==> src/rtl/mux_bus_pkg.sv <==
package mux_bus_pkg;
   typedef enum logic [1:0] {
      ACC_IDLE  = 2'd0,
      ACC_READ  = 2'd1,
      ACC_WRITE = 2'd2
   } acc_kind_e;

   typedef struct packed {
      logic rd;
      logic wr;
   } acc_req_t;
endpackage

==> src/rtl/mux_bus_strobe.sv <==
module mux_bus_strobe
   import mux_bus_pkg::*;
(
   input  logic     style_ds,
   input  logic     cs_n,
   input  logic     strb_n,
   input  logic     dir_pin,
   input  logic     pf,
   output acc_req_t req
);
   logic sel;
   logic sep_rd, sep_wr, ds_rd, ds_wr;

   assign sel    = ~cs_n & ~pf;
   // separate strobes: both low together is not a valid transfer
   assign sep_rd = sel & ~strb_n & dir_pin;
   assign sep_wr = sel & strb_n & ~dir_pin;
   // data strobe qualifies, direction pin chooses
   assign ds_rd  = sel & ~strb_n & dir_pin;
   assign ds_wr  = sel & ~strb_n & ~dir_pin;

   always_comb begin
      if (style_ds) begin
         req.rd = ds_rd;
         req.wr = ds_wr;
      end else begin
         req.rd = sep_rd;
         req.wr = sep_wr;
      end
   end
endmodule

==> src/rtl/mux_bus_ram.sv <==
module mux_bus_ram #(
   parameter int DW    = 8,
   parameter int IDX_W = 4,
   localparam int DEPTH = 1 << IDX_W
) (
   input  logic             clk,
   input  logic             rst_n,
   input  logic             we,
   input  logic [IDX_W-1:0] idx,
   input  logic [DW-1:0]    wdata,
   output logic [DW-1:0]    rdata
);
   logic [DW-1:0] mem [DEPTH];

   always_ff @(posedge clk or negedge rst_n) begin
      if (!rst_n) begin
         for (int i = 0; i < DEPTH; i++) mem[i] <= '0;
      end else if (we) begin
         mem[idx] <= wdata;
      end
   end

   assign rdata = mem[idx];
endmodule

==> src/rtl/mux_bus_xfer.sv <==
module mux_bus_xfer
   import mux_bus_pkg::*;
#(
   parameter int DW    = 8,
   parameter int IDX_W = 4,
   parameter logic [DW-IDX_W-1:0] RAM_PAGE = 1
) (
   input  logic             clk,
   input  logic             rst_n,
   input  acc_req_t         req,
   input  logic             ad_sel,
   input  logic             pf,
   input  logic [DW-1:0]    bus_in,
   input  logic [DW-1:0]    ram_rdata,
   input  logic [DW-1:0]    core_rdata,
   output logic [DW-1:0]    ptr,
   output logic             ram_hit,
   output logic             ram_we,
   output logic [DW-1:0]    cap_data,
   output logic             core_we,
   output logic [DW-1:0]    core_wdata,
   output logic             oe_q,
   output logic [DW-1:0]    dout_q
);
   logic wr_q;
   logic cap_addr;
   logic commit;

   assign ram_hit = (ptr[DW-1:IDX_W] == RAM_PAGE);
   // first released sample after an active write; pf aborts
   assign commit  = wr_q & ~req.wr & ~pf;
   assign ram_we  = commit & ~cap_addr & ram_hit;

   always_ff @(posedge clk or negedge rst_n) begin
      if (!rst_n) begin
         wr_q       <= 1'b0;
         cap_addr   <= 1'b0;
         cap_data   <= '0;
         ptr        <= '0;
         core_we    <= 1'b0;
         core_wdata <= '0;
         oe_q       <= 1'b0;
         dout_q     <= '0;
      end else begin
         wr_q    <= req.wr & ~pf;
         core_we <= 1'b0;
         if (req.wr) begin
            cap_data <= bus_in;
            cap_addr <= ad_sel;
         end
         if (commit) begin
            if (cap_addr) begin
               ptr <= cap_data;
            end else if (!ram_hit) begin
               core_we    <= 1'b1;
               core_wdata <= cap_data;
            end
         end
         oe_q   <= req.rd & ~ad_sel;
         dout_q <= ram_hit ? ram_rdata : core_rdata;
      end
   end

   p_we_single_r7: assert property (@(posedge clk) disable iff (!rst_n)
      core_we |=> !core_we);
   p_we_not_ram_r6: assert property (@(posedge clk) disable iff (!rst_n)
      core_we |-> !ram_hit);
   p_pf_no_write_r9: assert property (@(posedge clk) disable iff (!rst_n)
      pf |=> !core_we);
endmodule

==> src/rtl/mux_bus_if.sv <==
module mux_bus_if
   import mux_bus_pkg::*;
#(
   parameter int DW    = 8,
   parameter int IDX_W = 4,
   parameter logic [DW-IDX_W-1:0] RAM_PAGE = 1
) (
   input  logic          clk,
   input  logic          rst_n,
   input  logic          style_ds,
   input  logic          cs_n,
   input  logic          strb_n,
   input  logic          dir_pin,
   input  logic          ad_sel,
   input  logic          pf,
   input  logic [DW-1:0] bus_in,
   output logic [DW-1:0] bus_out,
   output logic          bus_oe,
   output logic [DW-1:0] core_addr,
   output logic          core_we,
   output logic [DW-1:0] core_wdata,
   input  logic [DW-1:0] core_rdata
);
   generate
      if (IDX_W < 1 || IDX_W >= DW) begin : g_bad_idx
         $error("mux_bus_if: IDX_W must lie in 1..DW-1");
      end
      if (DW < 2) begin : g_bad_dw
         $error("mux_bus_if: DW too small");
      end
   endgenerate

   acc_req_t      req;
   logic [DW-1:0] ptr, ram_rdata, cap_data, dout_q;
   logic          ram_hit, ram_we, oe_q;

   mux_bus_strobe u_strobe (
      .style_ds (style_ds),
      .cs_n     (cs_n),
      .strb_n   (strb_n),
      .dir_pin  (dir_pin),
      .pf       (pf),
      .req      (req)
   );

   mux_bus_xfer #(.DW(DW), .IDX_W(IDX_W), .RAM_PAGE(RAM_PAGE)) u_xfer (
      .clk        (clk),
      .rst_n      (rst_n),
      .req        (req),
      .ad_sel     (ad_sel),
      .pf         (pf),
      .bus_in     (bus_in),
      .ram_rdata  (ram_rdata),
      .core_rdata (core_rdata),
      .ptr        (ptr),
      .ram_hit    (ram_hit),
      .ram_we     (ram_we),
      .cap_data   (cap_data),
      .core_we    (core_we),
      .core_wdata (core_wdata),
      .oe_q       (oe_q),
      .dout_q     (dout_q)
   );

   mux_bus_ram #(.DW(DW), .IDX_W(IDX_W)) u_ram (
      .clk   (clk),
      .rst_n (rst_n),
      .we    (ram_we),
      .idx   (ptr[IDX_W-1:0]),
      .wdata (cap_data),
      .rdata (ram_rdata)
   );

   assign core_addr = ptr;
   assign bus_oe    = oe_q & ~pf;
   assign bus_out   = dout_q;

   p_req_excl_r11: assert property (@(posedge clk) disable iff (!rst_n)
      !(req.rd && req.wr));
   p_no_drive_in_write_r3: assert property (@(posedge clk) disable iff (!rst_n)
      req.wr |=> !oe_q);
   p_ptr_hold_pf_r8: assert property (@(posedge clk) disable iff (!rst_n)
      pf |=> $stable(ptr));
endmodule

==> config.mk <==
export PLATFORM = sky130hd
export DESIGN_NAME = mux_bus_if
export DESIGN_NICKNAME = d
export VERILOG_FILES = /design/src/rtl/mux_bus_pkg.sv /design/src/rtl/mux_bus_strobe.sv /design/src/rtl/mux_bus_ram.sv /design/src/rtl/mux_bus_xfer.sv /design/src/rtl/mux_bus_if.sv
export SDC_FILE = /design/constraint.sdc
export NUM_CORES = 1
export LEC_CHECK = 0
export ABC_AREA = 1
export BUFFER_PORTS_ARGS = -buffer_cell sky130_fd_sc_hd__buf_4
export CAP_MARGIN = 20
export CORE_UTILIZATION = 60
export CTS_CLUSTER_SIZE = 25
export DETAILED_ROUTE_END_ITERATION = 6
export MAX_ROUTING_LAYER = met4
export PLACE_DENSITY = 0.83
export SYNTH_ARGS = -nofsm -noshare
export SYNTH_HDL_FRONTEND = slang
export SYNTH_SLANG_ARGS = --single-unit
==> constraint.sdc <==
create_clock -name clk -period 1.7 [get_ports clk]
set_clock_uncertainty 0.05 [all_clocks]
set_input_delay 0.085 -clock clk [delete_from_list [all_inputs] [get_ports clk]]
set_output_delay 0.085 -clock clk [all_outputs]
set_load 0.02 [all_outputs]
==> run summary <==
The power density over the cells came out at 1130 nW/µm². The layout net count came out at 1,225. Across every metal layer, demand over resource in global routing totals between 30% and 40%. The wire length per cell after detailed routing is between 15 and 20 µm. In the synthesized netlist, the cells that appear most often are 706 x sky130_fd_sc_hd__nand2_1, 164 x sky130_fd_sc_hd__dfrtp_1, 43 x sky130_fd_sc_hd__nor2_1. The post-synthesis net count came out at roughly 1,100. The peak per-stage delay on the critical path came out at 0.48 ns. The remaining number of nets flagged by the antenna check after routing is 0. Measured along the y axis, the die boundary spans between 100 and 150 µm. The insertion delay of the later-clocked pin in the worst-skew pair came out at roughly 0.44 ns. Global routing finished with a remaining overflow of 0. The sequential share of power is between 40% and 50%.

In the routed design, unresolved DRC markers number 0. The synthesis-to-layout area growth came out at 22.4%. The total of warnings raised by yosys came out at 0. Prior to clock tree synthesis, the placed netlist has a worst setup slack of -0.00628 ns. The post-synthesis instance area came out at 7990 µm².

The number of buffer cells added on primary ports came out at 49. The fraction of power spent switching nets is around 33%. The static leakage power came out at 5.58 nW.

The starting density of the core came out at around 62%. The initial DRC count is 904. The clock buffer count from CTS came out at 17. The number of violations of the max-capacitance limit is 0. The synthesized design devotes to its leading area cell type approximately 51% of total area. The largest net degree at the start of global routing came out at 50.

The most used cell along the critical path is sky130_fd_sc_hd__nand2_1. The cell sitting at the root of the clock tree is a sky130_fd_sc_hd__clkbuf_16. The die is about 120 µm wide. The distinct cell type count of the synthesized netlist is 20. The number of detailed-routing iterations run before antenna repair is 5.

The initial antenna violation count came out at 0. The smallest setup slack after layout came out at -0.0321 ns. After clock tree synthesis, the clock-pin slew on the worst setup and hold paths is 0.06 ns. The critical path goes through buf_4 > nor2_4 > buf_4 > nand2_1 > nand3_1 > nand2_1 > nand2_1 > nor2_1 > nor2_1.

The worst hold margin came out at between 0.06 and 0.07 ns. 0 antenna diodes ended up in the layout. The critical path class is register to register.

The via count of the routed design came out at 7,538. The category of the worst setup path capture point is a register. STA classifies the critical path startpoint as a register. Derived from the worst setup path, the maximum achievable clock frequency is just under 0.6 GHz. In the post-synthesis netlist, the biggest area contributors are sky130_fd_sc_hd__dfrtp_1 51%, sky130_fd_sc_hd__nand2_1 33%, sky130_fd_sc_hd__nor2_4 2.4%. The final count of hold timing violations was 0. In this run, synthesis inferred 0 flip-flops with an integrated enable. The share of flip-flops with an asynchronous set or reset is 100%.

The first-pass GRT wire length is about 36,000 µm. The final period utilization is 102%. The maximum fanout count along the critical path came out at 10. The number of clock sinks is 164.

In the routed layout, each cell is associated on average with a via count of 5.44. The worst-path cell with the longest stage delay is sky130_fd_sc_hd__dfrtp_2. The data arrival at the endpoint of the critical path is 2.01 ns. Synthesis produced 1,104 cells. The number of global-route vias before repair is roughly 7,300. The cell taking the most area after synthesis is sky130_fd_sc_hd__dfrtp_1. The share of synthesized area occupied by flip-flops and latches came out at between 50% and 60%. By instance count, the leading cell after synthesis is sky130_fd_sc_hd__nand2_1. Setup violations remaining at the end of the flow were counted as 2. The estimated wirelength of the detail-placed design is 14,300 µm.

Setup repair after global routing could not meet its margin everywhere. Of the cells placed in the final design, the portion with a size suffix greater than 1 is about 16%. The minimum clock period after layout is about 1.7 ns. The worst vdd rail ir drop is 0.891 mV. The cell internal power dissipation is 7.36 mW.

The maximum root-to-sink buffer count is 2. The average cell area after synthesis came out at between 7 and 8 µm². Pin placement for this block handled 50 I/O pins. The net switching power figure is 3.69 mW. The tightest min-delay check is of the primary input to asynchronous set/reset pin type. The max-slew violation count is 0. In this run, synthesis produced a sequential element count of approximately 160.

In this run, the clock network consumes a little over a third of the power. The relative contribution of combinational cells to total power came out at between 20% and 30%. The layout filler cell count came out at between 900 and 1,000.

The floorplan step defined a die boundary enclosing around 14,000 µm². In the synthesized netlist the dominant register cell turns out to be sky130_fd_sc_hd__dfrtp_1. The actual transition at the worst max-transition pin is roughly 0.96 ns.

Routability-driven placement finished with a final weighted congestion of about 0.9. The H-tree depth came out at 4. The relative slew slack came out at between 30% and 40%.

The region available for standard cell placement spans ~13,000 µm². The flow ran to the end, but the final reports show violations. The checks that failed: negative setup slack. The total length of routed wires came out at between 20,000 and 25,000 µm.

After floorplanning, the core was divided into just over 40 placement rows. TritonCTS built the clock tree. At the worst endpoint, the required time is 1.97 ns.
-- through the flow --
step | instances | area [µm²] | power (mW) | TNS, ns | utilization, %
2_1_floorplan | 1104 | 7990 | 5.72 | 0 | -
3_3_place_gp | 1329 | 8840 | 6.96 | 0 | 68.9
3_5_place_dp | 1329 | 8840 | 7.00 | -0.00628 | 68.9
4_1_cts | 1382 | 9640 | 10.9 | 0 | 75.2
5_1_grt | 1386 | 9780 | 11.4 | -1.33 | 76.3
6_report | 1386 | 9780 | 11.1 | -0.0362 | 76.3
-- registers in the layout, indices dropped and copies added, names as in the netlist --
register and cells:
u_xfer.core_we 1, u_xfer.ptr 8, u_xfer.core_wdata 8, u_xfer.cap_addr 1
u_xfer.cap_data 8, u_xfer.wr_q 1, u_xfer.oe_q 1, u_xfer.dout_q 8
u_ram.mem 128
-- power groups by stage --
| stage | registers (mW) | clock network, mW | logic [mW] |
|---|---|---|---|
| floorplan | 4.56 | 0 | 1.16 |
| global placement | 4.53 | 0 | 2.43 |
| finish | 4.49 | 3.88 | 2.67 |
| detailed placement | 4.54 | 0 | 2.46 |
| global route | 4.51 | 4.04 | 2.83 |
| CTS | 4.47 | 3.89 | 2.52 |
-- routing by layer --
layer | up-vias | global-route usage, % | share of wire [%]
met5 | - | - | 0
met4 | 0 | 16.7 | 3.5
met3 | 81 | 6.86 | 8.4
met2 | 384 | 55.2 | 48
met1 | 3558 | 44.6 | 40
li1 | 3515 | - | -
-- layout by cell type, fill, tap and decap left out --
| master | n |
|---|---|
| sky130_fd_sc_hd__buf_12 | 8 |
| sky130_fd_sc_hd__o21ai_1 | 1 |
| sky130_fd_sc_hd__dlygate4sd3_1 | 21 |
| sky130_fd_sc_hd__nor2_1 | 36 |
| sky130_fd_sc_hd__clkinv_4 | 2 |
| sky130_fd_sc_hd__clkbuf_16 | 19 |
| sky130_fd_sc_hd__dfrtp_2 | 2 |
| sky130_fd_sc_hd__nand2_2 | 5 |
| sky130_fd_sc_hd__buf_4 | 88 |
| sky130_fd_sc_hd__nor2_2 | 11 |
| sky130_fd_sc_hd__nand3_2 | 2 |
| sky130_fd_sc_hd__nand3_1 | 25 |
| sky130_fd_sc_hd__clkbuf_1 | 4 |
| sky130_fd_sc_hd__nor2_4 | 21 |
| sky130_fd_sc_hd__clkinvlp_4 | 1 |
| sky130_fd_sc_hd__a21oi_1 | 1 |
| sky130_fd_sc_hd__dfrtp_1 | 162 |
| sky130_fd_sc_hd__nand4_4 | 1 |
| sky130_fd_sc_hd__inv_2 | 14 |
| sky130_fd_sc_hd__buf_6 | 2 |
| sky130_fd_sc_hd__o21ai_0 | 31 |
| sky130_fd_sc_hd__nand2_1 | 701 |
| sky130_fd_sc_hd__nand2_4 | 13 |
| sky130_fd_sc_hd__clkinv_2 | 5 |
| sky130_fd_sc_hd__inv_1 | 34 |
| sky130_fd_sc_hd__clkbuf_8 | 1 |
| sky130_fd_sc_hd__bufinv_16 | 3 |
-- cell type report --
type | instances | area, µm² | share of cell area (%)
clock inverters | 10 | 131 | 1.34
well taps | 172 | 215 | 2.20
flip-flops and latches | 164 | 4110 | 42.0
repair buffers | 121 | 1100 | 11.3
multi-input cells | 848 | 3580 | 36.6
inverters | 49 | 189 | 1.93
clock buffers | 22 | 454 | 4.64
-- final timing paths --
check / start / to / cells after the start / slack, ns
worst max-delay path: u_xfer.ptr[0] / u_xfer.dout_q[0] / 9 / -0.03
worst min-delay path: rst_n / u_ram.mem[121] / 2 / 0.07
worst max register to register: u_xfer.ptr[0] / u_xfer.dout_q[0] / 9 / -0.03
worst min register to register: u_ram.mem[1] / u_ram.mem[1] / 2 / 0.42
max in group asynchronous: rst_n / u_ram.mem[53] / 3 / 0.90
min in group clk: dir_pin / u_xfer.wr_q / 5 / 0.14
-- cell families after synthesis --
logic type	share of synthesized area [%]
AO/OA/AOI/OAI	2.07
buffers and inverters	4.70
flip-flops	51.4
AND/OR/NAND/NOR	41.9
-- critical path: cells and delay by family (launching register included) --
family,cells,cell delay [ns]
and+or+nand+nor,7,0.68
buffers and inverters,2,0.41
DFF,1,0.48
-- repair_timing --
action,CTS,global route
hold endpoints to repair,182,0
gates cloned,0,2
hold buffers,21,0
setup buffers,0,2
gates resized for setup,3,21
pin swaps,0,3
endpoints found under the setup margin,7,127
(Power assumes the default switching activity.)
